<file path="src/rtl/flash_seq_pkg.sv">
package flash_seq_pkg;

    typedef enum logic [1:0] {
        OP_PROGRAM    = 2'd0,
        OP_SECT_ERASE = 2'd1,
        OP_CHIP_ERASE = 2'd2,
        OP_READ_ID    = 2'd3
    } op_e;

    typedef enum logic [2:0] {
        ST_WRITE,
        ST_RD_ID0,
        ST_RD_ID1,
        ST_POLL,
        ST_VERIFY,
        ST_END
    } step_e;

    typedef enum logic [1:0] {
        AS_UNLOCK0,
        AS_UNLOCK1,
        AS_TARGET,
        AS_BASE
    } asel_e;

    typedef enum logic [1:0] {
        SQ_IDLE,
        SQ_RUN,
        SQ_ABORT
    } seq_state_e;

    typedef struct packed {
        step_e       kind;
        asel_e       asel;
        logic        use_data;
        logic [7:0]  code;
    } step_t;

    localparam int STEP_IDX_W = 4;

    localparam logic [7:0] CMD_UNLOCK_A    = 8'hAA;
    localparam logic [7:0] CMD_UNLOCK_B    = 8'h55;
    localparam logic [7:0] CMD_PROGRAM     = 8'hA0;
    localparam logic [7:0] CMD_ERASE_SETUP = 8'h80;
    localparam logic [7:0] CMD_AUTOSELECT  = 8'h90;
    localparam logic [7:0] CMD_SECTOR      = 8'h30;
    localparam logic [7:0] CMD_CHIP        = 8'h10;
    localparam logic [7:0] CMD_RESET       = 8'hF0;

    function automatic step_t mk_step(step_e k, asel_e s, logic u, logic [7:0] c);
        step_t t;
        t.kind     = k;
        t.asel     = s;
        t.use_data = u;
        t.code     = c;
        return t;
    endfunction

endpackage

</file>
<file path="src/rtl/fseq_step_table.sv">
module fseq_step_table
    import flash_seq_pkg::*;
#(
    parameter int                  ADDR_W  = 20,
    parameter int                  DATA_W  = 16,
    parameter logic [ADDR_W-1:0]   UNLOCK0 = 'h555,
    parameter logic [ADDR_W-1:0]   UNLOCK1 = 'h2AA
) (
    input  op_e                    op,
    input  logic [STEP_IDX_W-1:0]  idx,
    input  logic [ADDR_W-1:0]      tgt_addr,
    input  logic [DATA_W-1:0]      tgt_data,
    output step_e                  kind,
    output logic [ADDR_W-1:0]      addr,
    output logic [DATA_W-1:0]      wdata
);

    step_t st;

    always_comb begin
        st = mk_step(ST_END, AS_BASE, 1'b0, 8'h00);
        case (op)
            OP_PROGRAM: begin
                case (idx)
                    4'd0: st = mk_step(ST_WRITE,  AS_UNLOCK0, 1'b0, CMD_UNLOCK_A);
                    4'd1: st = mk_step(ST_WRITE,  AS_UNLOCK1, 1'b0, CMD_UNLOCK_B);
                    4'd2: st = mk_step(ST_WRITE,  AS_UNLOCK0, 1'b0, CMD_PROGRAM);
                    4'd3: st = mk_step(ST_WRITE,  AS_TARGET,  1'b1, 8'h00);
                    4'd4: st = mk_step(ST_POLL,   AS_TARGET,  1'b0, 8'h00);
                    4'd5: st = mk_step(ST_VERIFY, AS_TARGET,  1'b0, 8'h00);
                    default: ;
                endcase
            end
            OP_SECT_ERASE, OP_CHIP_ERASE: begin
                case (idx)
                    4'd0: st = mk_step(ST_WRITE, AS_UNLOCK0, 1'b0, CMD_UNLOCK_A);
                    4'd1: st = mk_step(ST_WRITE, AS_UNLOCK1, 1'b0, CMD_UNLOCK_B);
                    4'd2: st = mk_step(ST_WRITE, AS_UNLOCK0, 1'b0, CMD_ERASE_SETUP);
                    4'd3: st = mk_step(ST_WRITE, AS_UNLOCK0, 1'b0, CMD_UNLOCK_A);
                    4'd4: st = mk_step(ST_WRITE, AS_UNLOCK1, 1'b0, CMD_UNLOCK_B);
                    4'd5: st = (op == OP_SECT_ERASE)
                             ? mk_step(ST_WRITE, AS_TARGET,  1'b0, CMD_SECTOR)
                             : mk_step(ST_WRITE, AS_UNLOCK0, 1'b0, CMD_CHIP);
                    4'd6: st = mk_step(ST_POLL,  AS_TARGET,  1'b0, 8'h00);
                    default: ;
                endcase
            end
            OP_READ_ID: begin
                case (idx)
                    4'd0: st = mk_step(ST_WRITE,  AS_UNLOCK0, 1'b0, CMD_UNLOCK_A);
                    4'd1: st = mk_step(ST_WRITE,  AS_UNLOCK1, 1'b0, CMD_UNLOCK_B);
                    4'd2: st = mk_step(ST_WRITE,  AS_UNLOCK0, 1'b0, CMD_AUTOSELECT);
                    4'd3: st = mk_step(ST_RD_ID0, AS_BASE,    1'b0, 8'h00);
                    4'd4: st = mk_step(ST_RD_ID1, AS_BASE,    1'b0, 8'h01);
                    4'd5: st = mk_step(ST_WRITE,  AS_UNLOCK0, 1'b0, CMD_RESET);
                    default: ;
                endcase
            end
            default: ;
        endcase
    end

    always_comb begin
        kind = st.kind;
        case (st.asel)
            AS_UNLOCK0: addr = UNLOCK0;
            AS_UNLOCK1: addr = UNLOCK1;
            AS_TARGET:  addr = tgt_addr;
            default:    addr = ADDR_W'(st.code);
        endcase
        wdata = st.use_data ? tgt_data : DATA_W'(st.code);
    end

endmodule

</file>
<file path="src/rtl/fseq_toggle_mon.sv">
module fseq_toggle_mon #(
    parameter int TIMEOUT_POLLS = 4096,
    localparam int CNT_W = $clog2(TIMEOUT_POLLS + 1)
) (
    input  logic clk,
    input  logic rst_n,
    input  logic clear,
    input  logic sample,
    input  logic bit6,
    output logic stable,
    output logic expired
);

    typedef struct packed {
        logic             have_prev;
        logic             prev;
        logic [CNT_W-1:0] cnt;
    } mon_t;

    mon_t r_q, r_d;

    always_comb begin
        r_d     = r_q;
        stable  = sample && r_q.have_prev && (bit6 == r_q.prev);
        expired = sample && !stable && (r_q.cnt == CNT_W'(TIMEOUT_POLLS - 1));
        if (clear) begin
            r_d = '0;
        end else if (sample) begin
            r_d.have_prev = 1'b1;
            r_d.prev      = bit6;
            r_d.cnt       = r_q.cnt + 1'b1;
        end
    end

    always_ff @(posedge clk) begin
        if (!rst_n) r_q <= '0;
        else        r_q <= r_d;
    end

    AST_POLL_LIMIT: assert property (@(posedge clk) disable iff (!rst_n)
        r_q.cnt <= CNT_W'(TIMEOUT_POLLS));

    AST_STABLE_AFTER_TWO: assert property (@(posedge clk) disable iff (!rst_n)
        stable |-> (r_q.cnt != '0));

endmodule

</file>
<file path="src/rtl/flash_cmd_seq.sv">
module flash_cmd_seq
    import flash_seq_pkg::*;
#(
    parameter int                ADDR_W        = 20,
    parameter int                DATA_W        = 16,
    parameter logic [ADDR_W-1:0] UNLOCK0_ADDR  = 'h555,
    parameter logic [ADDR_W-1:0] UNLOCK1_ADDR  = 'h2AA,
    parameter int                TIMEOUT_POLLS = 4096
) (
    input  logic              clk,
    input  logic              rst_n,
    input  logic              req_valid,
    output logic              req_ready,
    input  logic [1:0]        req_op,
    input  logic [ADDR_W-1:0] req_addr,
    input  logic [DATA_W-1:0] req_data,
    output logic              done,
    output logic              err,
    output logic [DATA_W-1:0] id_word0,
    output logic [DATA_W-1:0] id_word1,
    output logic              fl_req,
    output logic              fl_we,
    output logic [ADDR_W-1:0] fl_addr,
    output logic [DATA_W-1:0] fl_wdata,
    input  logic              fl_ack,
    input  logic [DATA_W-1:0] fl_rdata
);

    localparam int POLL_BIT = 6;

    typedef struct packed {
        seq_state_e              state;
        op_e                     op;
        logic [ADDR_W-1:0]       addr;
        logic [DATA_W-1:0]       data;
        logic [STEP_IDX_W-1:0]   idx;
        logic                    err;
        logic                    done;
        logic [DATA_W-1:0]       id0;
        logic [DATA_W-1:0]       id1;
    } seq_t;

    seq_t r_q, r_d;

    step_e             step_kind;
    logic [ADDR_W-1:0] step_addr;
    logic [DATA_W-1:0] step_wdata;
    logic              mon_clear, mon_sample, poll_stable, poll_expired;

    fseq_step_table #(
        .ADDR_W  (ADDR_W),
        .DATA_W  (DATA_W),
        .UNLOCK0 (UNLOCK0_ADDR),
        .UNLOCK1 (UNLOCK1_ADDR)
    ) i_table (
        .op       (r_q.op),
        .idx      (r_q.idx),
        .tgt_addr (r_q.addr),
        .tgt_data (r_q.data),
        .kind     (step_kind),
        .addr     (step_addr),
        .wdata    (step_wdata)
    );

    fseq_toggle_mon #(
        .TIMEOUT_POLLS (TIMEOUT_POLLS)
    ) i_mon (
        .clk     (clk),
        .rst_n   (rst_n),
        .clear   (mon_clear),
        .sample  (mon_sample),
        .bit6    (fl_rdata[POLL_BIT]),
        .stable  (poll_stable),
        .expired (poll_expired)
    );

    always_comb begin
        r_d        = r_q;
        r_d.done   = 1'b0;
        mon_clear  = 1'b0;
        mon_sample = (r_q.state == SQ_RUN) && (step_kind == ST_POLL) && fl_ack;

        case (r_q.state)
            SQ_IDLE: begin
                if (req_valid) begin
                    r_d.state = SQ_RUN;
                    r_d.op    = op_e'(req_op);
                    r_d.addr  = req_addr;
                    r_d.data  = req_data;
                    r_d.idx   = '0;
                    r_d.err   = 1'b0;
                    mon_clear = 1'b1;
                end
            end
            SQ_RUN: begin
                if (step_kind == ST_END) begin
                    r_d.state = SQ_IDLE;
                    r_d.done  = 1'b1;
                end else if (fl_ack) begin
                    case (step_kind)
                        ST_RD_ID0: begin
                            r_d.id0 = fl_rdata;
                            r_d.idx = r_q.idx + 1'b1;
                        end
                        ST_RD_ID1: begin
                            r_d.id1 = fl_rdata;
                            r_d.idx = r_q.idx + 1'b1;
                        end
                        ST_POLL: begin
                            if (poll_stable) begin
                                r_d.idx = r_q.idx + 1'b1;
                            end else if (poll_expired) begin
                                r_d.state = SQ_ABORT;
                                r_d.err   = 1'b1;
                            end
                        end
                        ST_VERIFY: begin
                            if (fl_rdata != r_q.data) r_d.err = 1'b1;
                            r_d.idx = r_q.idx + 1'b1;
                        end
                        default: r_d.idx = r_q.idx + 1'b1;
                    endcase
                end
            end
            SQ_ABORT: begin
                if (fl_ack) begin
                    r_d.state = SQ_IDLE;
                    r_d.done  = 1'b1;
                end
            end
            default: r_d.state = SQ_IDLE;
        endcase
    end

    always_ff @(posedge clk) begin
        if (!rst_n) begin
            r_q       <= '0;
            r_q.state <= SQ_IDLE;
            r_q.op    <= OP_PROGRAM;
        end else begin
            r_q <= r_d;
        end
    end

    always_comb begin
        req_ready = (r_q.state == SQ_IDLE);
        done      = r_q.done;
        err       = r_q.err;
        id_word0  = r_q.id0;
        id_word1  = r_q.id1;
        if (r_q.state == SQ_ABORT) begin
            fl_req   = 1'b1;
            fl_we    = 1'b1;
            fl_addr  = UNLOCK0_ADDR;
            fl_wdata = DATA_W'(CMD_RESET);
        end else begin
            fl_req   = (r_q.state == SQ_RUN) && (step_kind != ST_END);
            fl_we    = (step_kind == ST_WRITE);
            fl_addr  = step_addr;
            fl_wdata = step_wdata;
        end
    end

    AST_ACCEPT_STARTS_BUS: assert property (@(posedge clk) disable iff (!rst_n)
        (req_valid && req_ready) |=> (fl_req && !req_ready));

    AST_BUS_HOLD: assert property (@(posedge clk) disable iff (!rst_n)
        (fl_req && !fl_ack) |=> (fl_req && $stable(fl_addr) && $stable(fl_we)
                                 && $stable(fl_wdata)));

    AST_DONE_PULSE: assert property (@(posedge clk) disable iff (!rst_n)
        done |=> !done);

    AST_DONE_IDLE: assert property (@(posedge clk) disable iff (!rst_n)
        done |-> (req_ready && !fl_req));

    AST_ERR_CLEARED: assert property (@(posedge clk) disable iff (!rst_n)
        (req_valid && req_ready) |=> !err);

endmodule

</file>
<file path="config.mk">
export PLATFORM = sky130hd
export DESIGN_NAME = flash_cmd_seq
export DESIGN_NICKNAME = d
export VERILOG_FILES = /design/src/rtl/flash_seq_pkg.sv /design/src/rtl/fseq_step_table.sv /design/src/rtl/fseq_toggle_mon.sv /design/src/rtl/flash_cmd_seq.sv
export SDC_FILE = /design/constraint.sdc
export NUM_CORES = 1
export LEC_CHECK = 0
export BUFFER_PORTS_ARGS = -buffer_cell sky130_fd_sc_hd__buf_2
export CORE_MARGIN = 10
export CORE_UTILIZATION = 49
export CTS_CLUSTER_SIZE = 25
export DETAILED_ROUTE_END_ITERATION = 8
export GPL_ROUTABILITY_DRIVEN = 1
export PLACE_DENSITY_LB_ADDON = 0.15
export SLEW_MARGIN = 15
export SYNTH_ARGS = -nofsm -noshare
export SYNTH_HDL_FRONTEND = slang
export SYNTH_HIERARCHICAL = 1
export SYNTH_SLANG_ARGS = --single-unit
</file>
<file path="constraint.sdc">
create_clock -name clk -period 3.6 [get_ports clk]
set_input_delay 0.18 -clock clk [delete_from_list [all_inputs] [get_ports clk]]
set_output_delay 0.18 -clock clk [all_outputs]
set_load 0.02 [all_outputs]
</file>
==> metrics.txt, run 1 <==
Synth Area in Simple Gates=25.64%; cells resized by post-CTS repair=0; # nets final=797; Vias=4,603; slowest CP cell=a2111oi_2; peak fanout along the critical path=13; CP Class=reg2reg; DR DRC count=0; cell taking the most area after synthesis=dfxtp_1; pins over their slew limit=0; DIE AREA=15,350 sq um; Final period util=90.48%; post-synthesis compound-gate area fraction=16.06%; EDFF count, synth=0; maximum number of pins on one net before global-route repair=45; clock slew at reported path FFs=0.09 ns; share of the yosys chip area belonging to registers=35.19%; Post-Synth XOR/XNOR Area=3.477%; GRT Total Usage=18.19%; # diodes=0; fraction of layout cells with a size suffix above 1=27.17%; Num CTS Buffers=9; area delta synth->final=12.87%; Pwr Density=352.2 nW/um^2; Top FF cell, synth=dfxtp_1; Final Hold Fails=0; DIE HEIGHT=123.9 um; Synth Area in Adders=1.892%; Synth area leaders=dfxtp_1, nand2_1, mux2i_1; setup_tns=0 ns; DR WL/cell=16.23 um; CP cell instances=inv_1 -> ha_1 -> or2b_4 -> a2111oi_2 -> nand2_1 -> nor2_1 -> nand4_1 -> or3_1 -> nor3_1 -> and3_1 -> nand4b_1 -> a21o_1 -> a21oi_1; CTS sink count=93; H-tree depth=3; post-synth top area share=35.19%; Starting Density=50.79%; vias in the first global route=4,482; Port Buffers=130; Slew @ Worst Pin=0.8502 ns; LEAKAGE=2.580 nW; top routing layer in use=met4; r2r setup slk=0.34 ns; combinational family with the most area after synthesis=simple AND/OR/NAND/NOR gates; largest stage delay on the critical path=0.42 ns; syn_nets=711; final core occ=57.32%; Startpoint Class=flop; Fmax=307.0 MHz; row cnt=37; Final Wtd Congestion=0.8547; Hold Path Class=in2reg; flops & latches, synth=93; Max Cap Viol=0; Worst R2R Path Depth=13; top-count cell post-synth=nand2_1; ys async rst share=0%; WP data arrival=3.55 ns; synthesized area per cell=8.202 sq um; VDD IR max=0.1839 mV; DR WL met2=7028 um; fin crit period=3.257 ns; Rel. slew slack=43.32%; placed insts=856; drt via density=5.279; wire length on met3=715 um; worst-skew pair later-pin latency=0.37 ns; Mapped Cells=645; M1 WL=6152 um; Post-synth top cells=nand2_1, dfxtp_1, a21oi_1; initial antenna violation count=0; CTS tree=built; status=finished clean; Setup violations, final=0; First-pass DRT Iterations=5; first-pass GRT wire length=22,580 um; RSZ-0062 raised after global routing=false; Distinct cells, synth=65; post-DP HPWL=10,630 um; CTS Root Cell=clkbuf_8; CP endpoint kind=flop; final antenna-violating net count=0; core area=10,420 sq um; worst-case clock buffer depth=2; setup bufs post-CTS=0; hold buffers post-CTS=0; critical path required time=3.89 ns; Detailed Route WL=14,160 um; grt ovf=0; synthesized area=5290 sq um; Die W=123.9 um; final worst clock skew=0.01364 ns; I/O pin total=131; fin cells=872; worst hold stages=3; DR iter-0 viols=252; YS warnings=6; post-synthesis mux area share=6.835%
## state kept, by name, summed over array words and instances (netlist names)
name,flops
done,1
id_word1,16
r_q,44
i_mon/r_q,15
err,1
id_word0,16
## stage by stage
step	power (mW)	cell area, sq um	setup WS [ns]	hold slack [ns]
finish	2.103	5971	0.3429	0.04056
global route	2.191	5971	0.03834	0.03234
CTS	2.121	5971	0.3522	0.03055
detailed placement	1.361	5749	0.3812	0.4287
global placement	1.357	5749	0.4869	0.4223
floorplan	1.269	5296	0.2517	0.2961
## cell type report
class | instances | area, sq um
fillers | 1008 | 4446
well taps | 136 | 170.2
inverters | 13 | 53.80
clock buffers | 14 | 182.7
multi-input cells | 465 | 2870
clock inverters | 2 | 38.79
flip-flops and latches | 93 | 1862
repair buffers | 149 | 793.3
## worst max-delay path: cells and delay by family, from the launching register on
| family | cells | cell delay (ns) |
|---|---|---|
| simple gates | 8 | 1.64 |
| compound gates | 3 | 0.76 |
| flops | 1 | 0.38 |
| fa+ha+maj | 1 | 0.34 |
| buf+inv | 1 | 0.06 |
## path summary, 6_finish.rpt
| kind | startpoint | endpoint |
|---|---|---|
| worst max-delay path | r_q[74] | r_q[76] |
| worst min-delay path | req_data[1] | r_q[39] |
| worst max register to register | r_q[74] | r_q[76] |
| worst min register to register | r_q[71] | r_q[71] |
## cell usage in the layout, fill, tap and decap left out, types with 5 or more instances in the layout
cell and count:
and2_1 9, inv_1 11, o31ai_1 8, dfxtp_1 93, o21ai_0 18, or2_2 12, clkbuf_8 13, xnor2_1 18
buf_2 130, nand3_1 8, and3_1 11, nand2_1 97, or3_1 5, a21oi_1 62, o21a_1 7, mux2i_1 35
nor3_1 5, buf_4 19, a21o_1 11, nor2b_1 32, nand4_1 9, nor2_1 52, ha_1 8
## per-layer routing
| metal | GRT usage [%] | vias to the layer above |
|---|---|---|
| met1 | 21.98 | 2166 |
| met4 | 6.619 | 0 |
| met3 | 3.756 | 15 |
| met2 | 31.29 | 98 |
| li1 | - | 2324 |
| met5 | 0 | - |
## where the power goes
part	internal (mW)	switching, mW
Combinational	0.101	0.159
Sequential	1.06	0.0208
Clock	0.399	0.366
## cells by family after synthesis
kind of cell / after synthesis
AOI/OAI and AO/OA: 131
xor gates and xnor gates: 21
adders and majority gates: 8
buffers and inverters: 87
DFF: 93
muxes: 36
and+or+nand+nor: 269
No activity file was read; power rests on OpenSTA's default activity.
==> run 2, diff against run 1 <==
Settings changed: CORE_ASPECT_RATIO from default to 1.75.
==> metrics.txt, run 2 (synthesis results as in run 1) <==
M1 WL=5700 um (was 6152 um); setup_tns=0 ns (unchanged); worst-case clock buffer depth=2 (unchanged); drt via density=5.404 (was 5.279); hold buffers post-CTS=0 (unchanged); max reg flops=44 (unchanged); worst r2r src=r_q[75] (was r_q[74]); I/O pin total=131 (unchanged); Setup violations, final=0 (unchanged); Starting Density=49.74% (was 50.79%); Final Wtd Congestion=0.8990 (was 0.8547); Pwr Density=393.1 nW/um^2 (was 352.2 nW/um^2); DR WL/cell=17.65 um (was 16.23 um); most common cell after layout, fill and taps aside=buf_2 (unchanged); # diodes=0 (unchanged); DIE HEIGHT=157.5 um (was 123.9 um); Hold Path Class=in2reg (unchanged); GRT Total Usage=19.03% (was 18.19%); Die W=98.55 um (was 123.9 um); Port Buffers=130 (unchanged); WP data arrival=3.54 ns (was 3.55 ns); Num CTS Buffers=9 (unchanged); HP Start=req_addr[1] (was req_data[1]); Comb pwr share=11.0% (was 12.3%); worst-skew pair later-pin latency=0.34 ns (was 0.37 ns); CTS tree=built (unchanged); DR iter-0 viols=205 (was 252); pre-CTS WS=0.3030 ns (was 0.3812 ns); Worst setup startpoint=r_q[75] (was r_q[74]); largest reg by FF count=r_q (unchanged); fin crit period=3.270 ns (was 3.257 ns); CTS sink count=93 (unchanged); Layout fillers=1,011 (was 1,008); setup slack after layout=0.3303 ns (was 0.3429 ns); most frequent cells in the layout=buf_2, nand2_1, dfxtp_1, a21oi_1, nor2_1 (unchanged); CTS Root Cell=clkbuf_16 (was clkbuf_8); CP Class=reg2reg (unchanged); Startpoint Class=flop (unchanged); CP endpoint kind=flop (unchanged); final antenna-violating net count=0 (unchanged); Detailed Route WL=15,200 um (was 14,160 um); LEAKAGE=2.598 nW (was 2.580 nW); area delta synth->final=14.05% (was 12.87%); Internal=1.769 mW (was 1.557 mW); final worst clock skew=0.008182 ns (was 0.01364 ns); fraction of power consumed by sequential logic=45.6% (was 51.3%); DIE AREA=15,520 sq um (was 15,350 sq um); peak fanout along the critical path=11 (was 13); first-pass GRT wire length=24,340 um (was 22,580 um); H-tree depth=3 (unchanged); wire length on met3=776 um (was 715 um); top routing layer in use=met4 (unchanged); grt ovf=0 (unchanged); Vias=4,653 (was 4,603); Final Hold Fails=0 (unchanged); DR DRC count=0 (unchanged); core area=10,640 sq um (was 10,420 sq um); RSZ-0062 raised after global routing=false (unchanged); VDD IR max=0.3145 mV (was 0.1839 mV); Slew @ Worst Pin=0.9758 ns (was 0.8502 ns); initial antenna violation count=0 (unchanged); pins over their slew limit=0 (unchanged); DR WL met2=8230 um (was 7028 um); critical path required time=3.87 ns (was 3.89 ns); post-DP HPWL=11,520 um (was 10,630 um); row cnt=50 (was 37); setup bufs post-CTS=0 (unchanged); # nets final=793 (was 797); Rel. slew slack=34.85% (was 43.32%); maximum number of pins on one net before global-route repair=55 (was 45); First-pass DRT Iterations=4 (was 5); vias in the first global route=4,906 (was 4,482); clock slew at reported path FFs=0.07 ns (was 0.09 ns); P_sw=0.6023 mW (was 0.5458 mW); Sw Ratio=25.39% (was 25.96%); fraction of layout cells with a size suffix above 1=26.95% (was 27.17%); Max Cap Viol=0 (unchanged); clock power share=43.4% (was 36.4%); Fmax=305.8 MHz (was 307.0 MHz); Final period util=90.83% (was 90.48%); status=finished clean (unchanged)
[run 2: worst paths after layout]
path	slack [ns]	cells past startpoint	end
setup / recovery	0.33	13	r_q[76]
hold / removal	0.07	3	r_q[55]
setup reg to reg	0.33	13	r_q[76]
hold reg to reg	0.45	2	r_q[70]
[run 2: worst max-delay path, cell delays in order, from the launching register on]
cell and delay [ns]:
dfxtp_1 0.37, inv_1 0.08, ha_2 0.43, or2b_4 0.34, a2111oi_2 0.40, nand2_1 0.09
nor2_1 0.15, nand4_1 0.12, or3_1 0.41, nor3_1 0.14, and3_1 0.20, nand4b_1 0.15
a21o_1 0.21, a21oi_1 0.12
[run 2: final cells by class]
type | count | area [sq um] | area share (%)
multi-input cells | 465 | 2873 | 47.62
flip-flops and latches | 93 | 1862 | 30.86
repair buffers | 145 | 763.2 | 12.65
clock buffers | 9 | 225.2 | 3.733
well taps | 130 | 162.7 | 2.696
clock inverters | 6 | 93.84 | 1.555
inverters | 13 | 53.80 | 0.8917
[run 2: power groups by stage]
stage / combinational, mW / sequential, mW / clock (mW)
after floorplan: 0.172 / 1.10 / 0
after global placement: 0.259 / 1.10 / 0
after detailed placement: 0.262 / 1.10 / 0
after CTS: 0.264 / 1.08 / 1.05
after global routing: 0.291 / 1.08 / 1.08
final: 0.261 / 1.08 / 1.03
[run 2: stage by stage]
step                      util [%]  instance area [sq um]  hold slack (ns)  power (mW)  cells
final                        56.73                   6033          0.07082       2.372    861
after global routing         56.73                   6033          0.07867       2.457    861
after CTS                    56.71                   6031          0.05971       2.397    861
after detailed placement     53.71                   5712           0.4262       1.366    846
after global placement       53.71                   5712           0.4192       1.362    846
after floorplan                  -                   5296           0.2961       1.269    645
[run 2: repair_timing]
| item | in CTS | in global routing |
|---|---|---|
| gates resized for setup | 0 | 1 |
| endpoints found under the hold margin | 0 | 0 |
| setup endpoints to repair | 0 | 1 |
[run 2: layer usage]
layer / GRT usage (%) / vias to the layer above
met5: 0 / -
met4: 8.568 / 0
met2: 35.63 / 118
li1: - / 2314
met1: 19.28 / 2193
met3: 4.478 / 28
==> run 3, diff against run 2 <==
Settings changed: CELL_PAD_IN_SITES_DETAIL_PLACEMENT from default to 1, CELL_PAD_IN_SITES_GLOBAL_PLACEMENT from default to 2, CORE_UTILIZATION 49 to 28, HOLD_SLACK_MARGIN from default to 0.12.
==> metrics.txt, run 3 (synthesis results as in run 1) <==
status=finished clean (unchanged); fraction of layout cells with a size suffix above 1=25.49% (was 26.95%); Comb pwr share=13.2% (was 11.0%); CP endpoint kind=flop (unchanged); clock slew at reported path FFs=0.07 ns (about the same); P_sw=0.6292 mW (was 0.6023 mW); final core occ=35.26% (was 56.73%); Detailed Route WL=18,800 um (was 15,200 um); drt via density=4.835 (was 5.404); Pwr Density=359.5 nW/um^2 (was 393.1 nW/um^2); Starting Density=28.47% (was 49.74%); CTS sink count=93 (unchanged); register area=1862 sq um (unchanged); # nets final=835 (was 793); Slew @ Worst Pin=0.8282 ns (was 0.9758 ns); CP Class=reg2reg (unchanged); cells resized by post-CTS repair=0 (unchanged); DIE HEIGHT=201.8 um (was 157.5 um); most frequent cells in the layout=buf_2, nand2_1, dfxtp_1, a21oi_1, nor2_1 (unchanged); grt ovf=0 (unchanged); LEAKAGE=2.761 nW (was 2.598 nW); Die W=123.9 um (was 98.55 um); Port Buffers=130 (unchanged); Sw Ratio=26.71% (was 25.39%); fin crit period=3.215 ns (was 3.270 ns); row cnt=66 (was 50); first-pass GRT wire length=29,530 um (was 24,340 um); DR iter-0 viols=182 (was 205); Layout fillers=2,231 (was 1,011); Hold Path Class=in2reg (unchanged); final antenna-violating net count=0 (unchanged); HP Start=fl_rdata[9] (was req_addr[1]); Post-DP Area=5862 sq um (was 5712 sq um); I/O pin total=131 (unchanged); Final Wtd Congestion=0.8153 (was 0.8990); worst-case clock buffer depth=2 (unchanged); most common cell after layout, fill and taps aside=buf_2 (unchanged); Most Used Layer, Global Route=met2 (unchanged); clock power share=40.9% (was 43.4%); peak fanout along the critical path=10 (was 11); initial antenna violation count=0 (unchanged); DR WL/cell=18.59 um (was 17.65 um); met2 Use GR=27.72% (was 35.63%); maximum number of pins on one net before global-route repair=43 (was 55); DIE AREA=25,010 sq um (was 15,520 sq um); Final Hold Fails=0 (unchanged); post-DP HPWL=14,090 um (was 11,520 um); RSZ-0062 raised after global routing=false (unchanged); critical path required time=3.84 ns (was 3.87 ns); Internal=1.726 mW (was 1.769 mW); Total Power=2.355 mW (was 2.372 mW); Fmax=311.1 MHz (was 305.8 MHz); CTS Root Cell=clkbuf_16 (unchanged); Worst setup startpoint=r_q[74] (was r_q[75]); Num CTS Buffers=9 (unchanged); area delta synth->final=23.84% (was 14.05%); First-pass DRT Iterations=4 (unchanged); Rel. slew slack=44.78% (was 34.85%); fraction of power consumed by sequential logic=45.9% (was 45.6%); CTS tree=built (unchanged); pins over their slew limit=0 (unchanged); multi-input logic area=2870 sq um (was 2873 sq um); vias in the first global route=5,435 (was 4,906); Startpoint Class=flop (unchanged); max reg flops=44 (unchanged); WP data arrival=3.46 ns (was 3.54 ns); worst-skew pair later-pin latency=0.35 ns (was 0.34 ns); H-tree depth=3 (unchanged); worst r2r src=r_q[74] (was r_q[75]); largest reg by FF count=r_q (unchanged); Max Cap Viol=0 (unchanged); GRT Total Usage=15.04% (was 19.03%); met1 Use GR=15.76% (was 19.28%); # diodes=0 (unchanged); Final Cell Area=6551 sq um (was 6033 sq um); Vias=4,888 (was 4,653); VDD IR max=0.2293 mV (was 0.3145 mV); DR DRC count=0 (unchanged); setup_tns=0 ns (unchanged); Setup violations, final=0 (unchanged); final worst clock skew=0.01047 ns (was 0.008182 ns); grt met3 use=3.126% (was 4.478%); Final period util=89.30% (was 90.83%); core area=18,580 sq um (was 10,640 sq um); setup bufs post-CTS=0 (unchanged)
[run 3: timing repair]
action | in CTS | in global routing
setup endpoints to repair | 0 | 0
endpoints found under the hold margin | 40 | 0
hold buffers | 40 | 0
[run 3: cell type report]
cell class                      count  share of cell area, %
Clock buffer                       10                  3.495
Clock inverter                      5                 0.9167
Inverter                           13                 0.8212
Multi-Input combinational cell    465                  43.81
Sequential cell                    93                  28.42
Tap cell                          238                  4.545
Timing Repair Buffer              187                  17.99
[run 3: layer usage]
layer	vias to the layer above	routed length, um
met5	-	0
met4	0	532
met3	25	794
met2	112	10100
met1	2352	7376
li1	2399	-
[run 3: metrics by stage]
stage | instances | hold slack (ns) | worst slack [ns]
CTS | 1011 | 0.1207 | 0.3590
floorplan | 645 | 0.2961 | 0.2517
global placement | 956 | 0.4235 | 0.4944
global route | 1011 | 0.1369 | 0.1145
detailed placement | 956 | 0.4297 | 0.3724
finish | 1011 | 0.1226 | 0.3851
[run 3: power groups by stage]
stage                     sequential (mW)  clock [mW]  combinational, mW
after detailed placement             1.11           0              0.281
after global routing                 1.09        1.04              0.343
final                                1.08       0.963              0.310
after CTS                            1.08        1.00              0.317
after floorplan                      1.10           0              0.172
after global placement               1.10           0              0.276
[run 3: worst paths after layout]
| check | endpoint | slack [ns] | cells after the start |
|---|---|---|---|
| worst max-delay path | r_q[37] | 0.39 | 12 |
| worst min-delay path | id_word1[9] | 0.12 | 3 |
| worst max register to register | r_q[37] | 0.39 | 12 |
| worst min register to register | r_q[72] | 0.45 | 2 |
[run 3: critical path: stages, from the launching register on]
cell       delay (ns)
dfxtp_1          0.38
inv_1            0.06
ha_1             0.32
or2b_4           0.34
a2111oi_2        0.42
nand2_1          0.09
nor2_1           0.16
buf_4            0.20
and3_1           0.23
nor3b_1          0.08
o21a_1           0.23
nor3_1           0.23
mux2_2           0.36
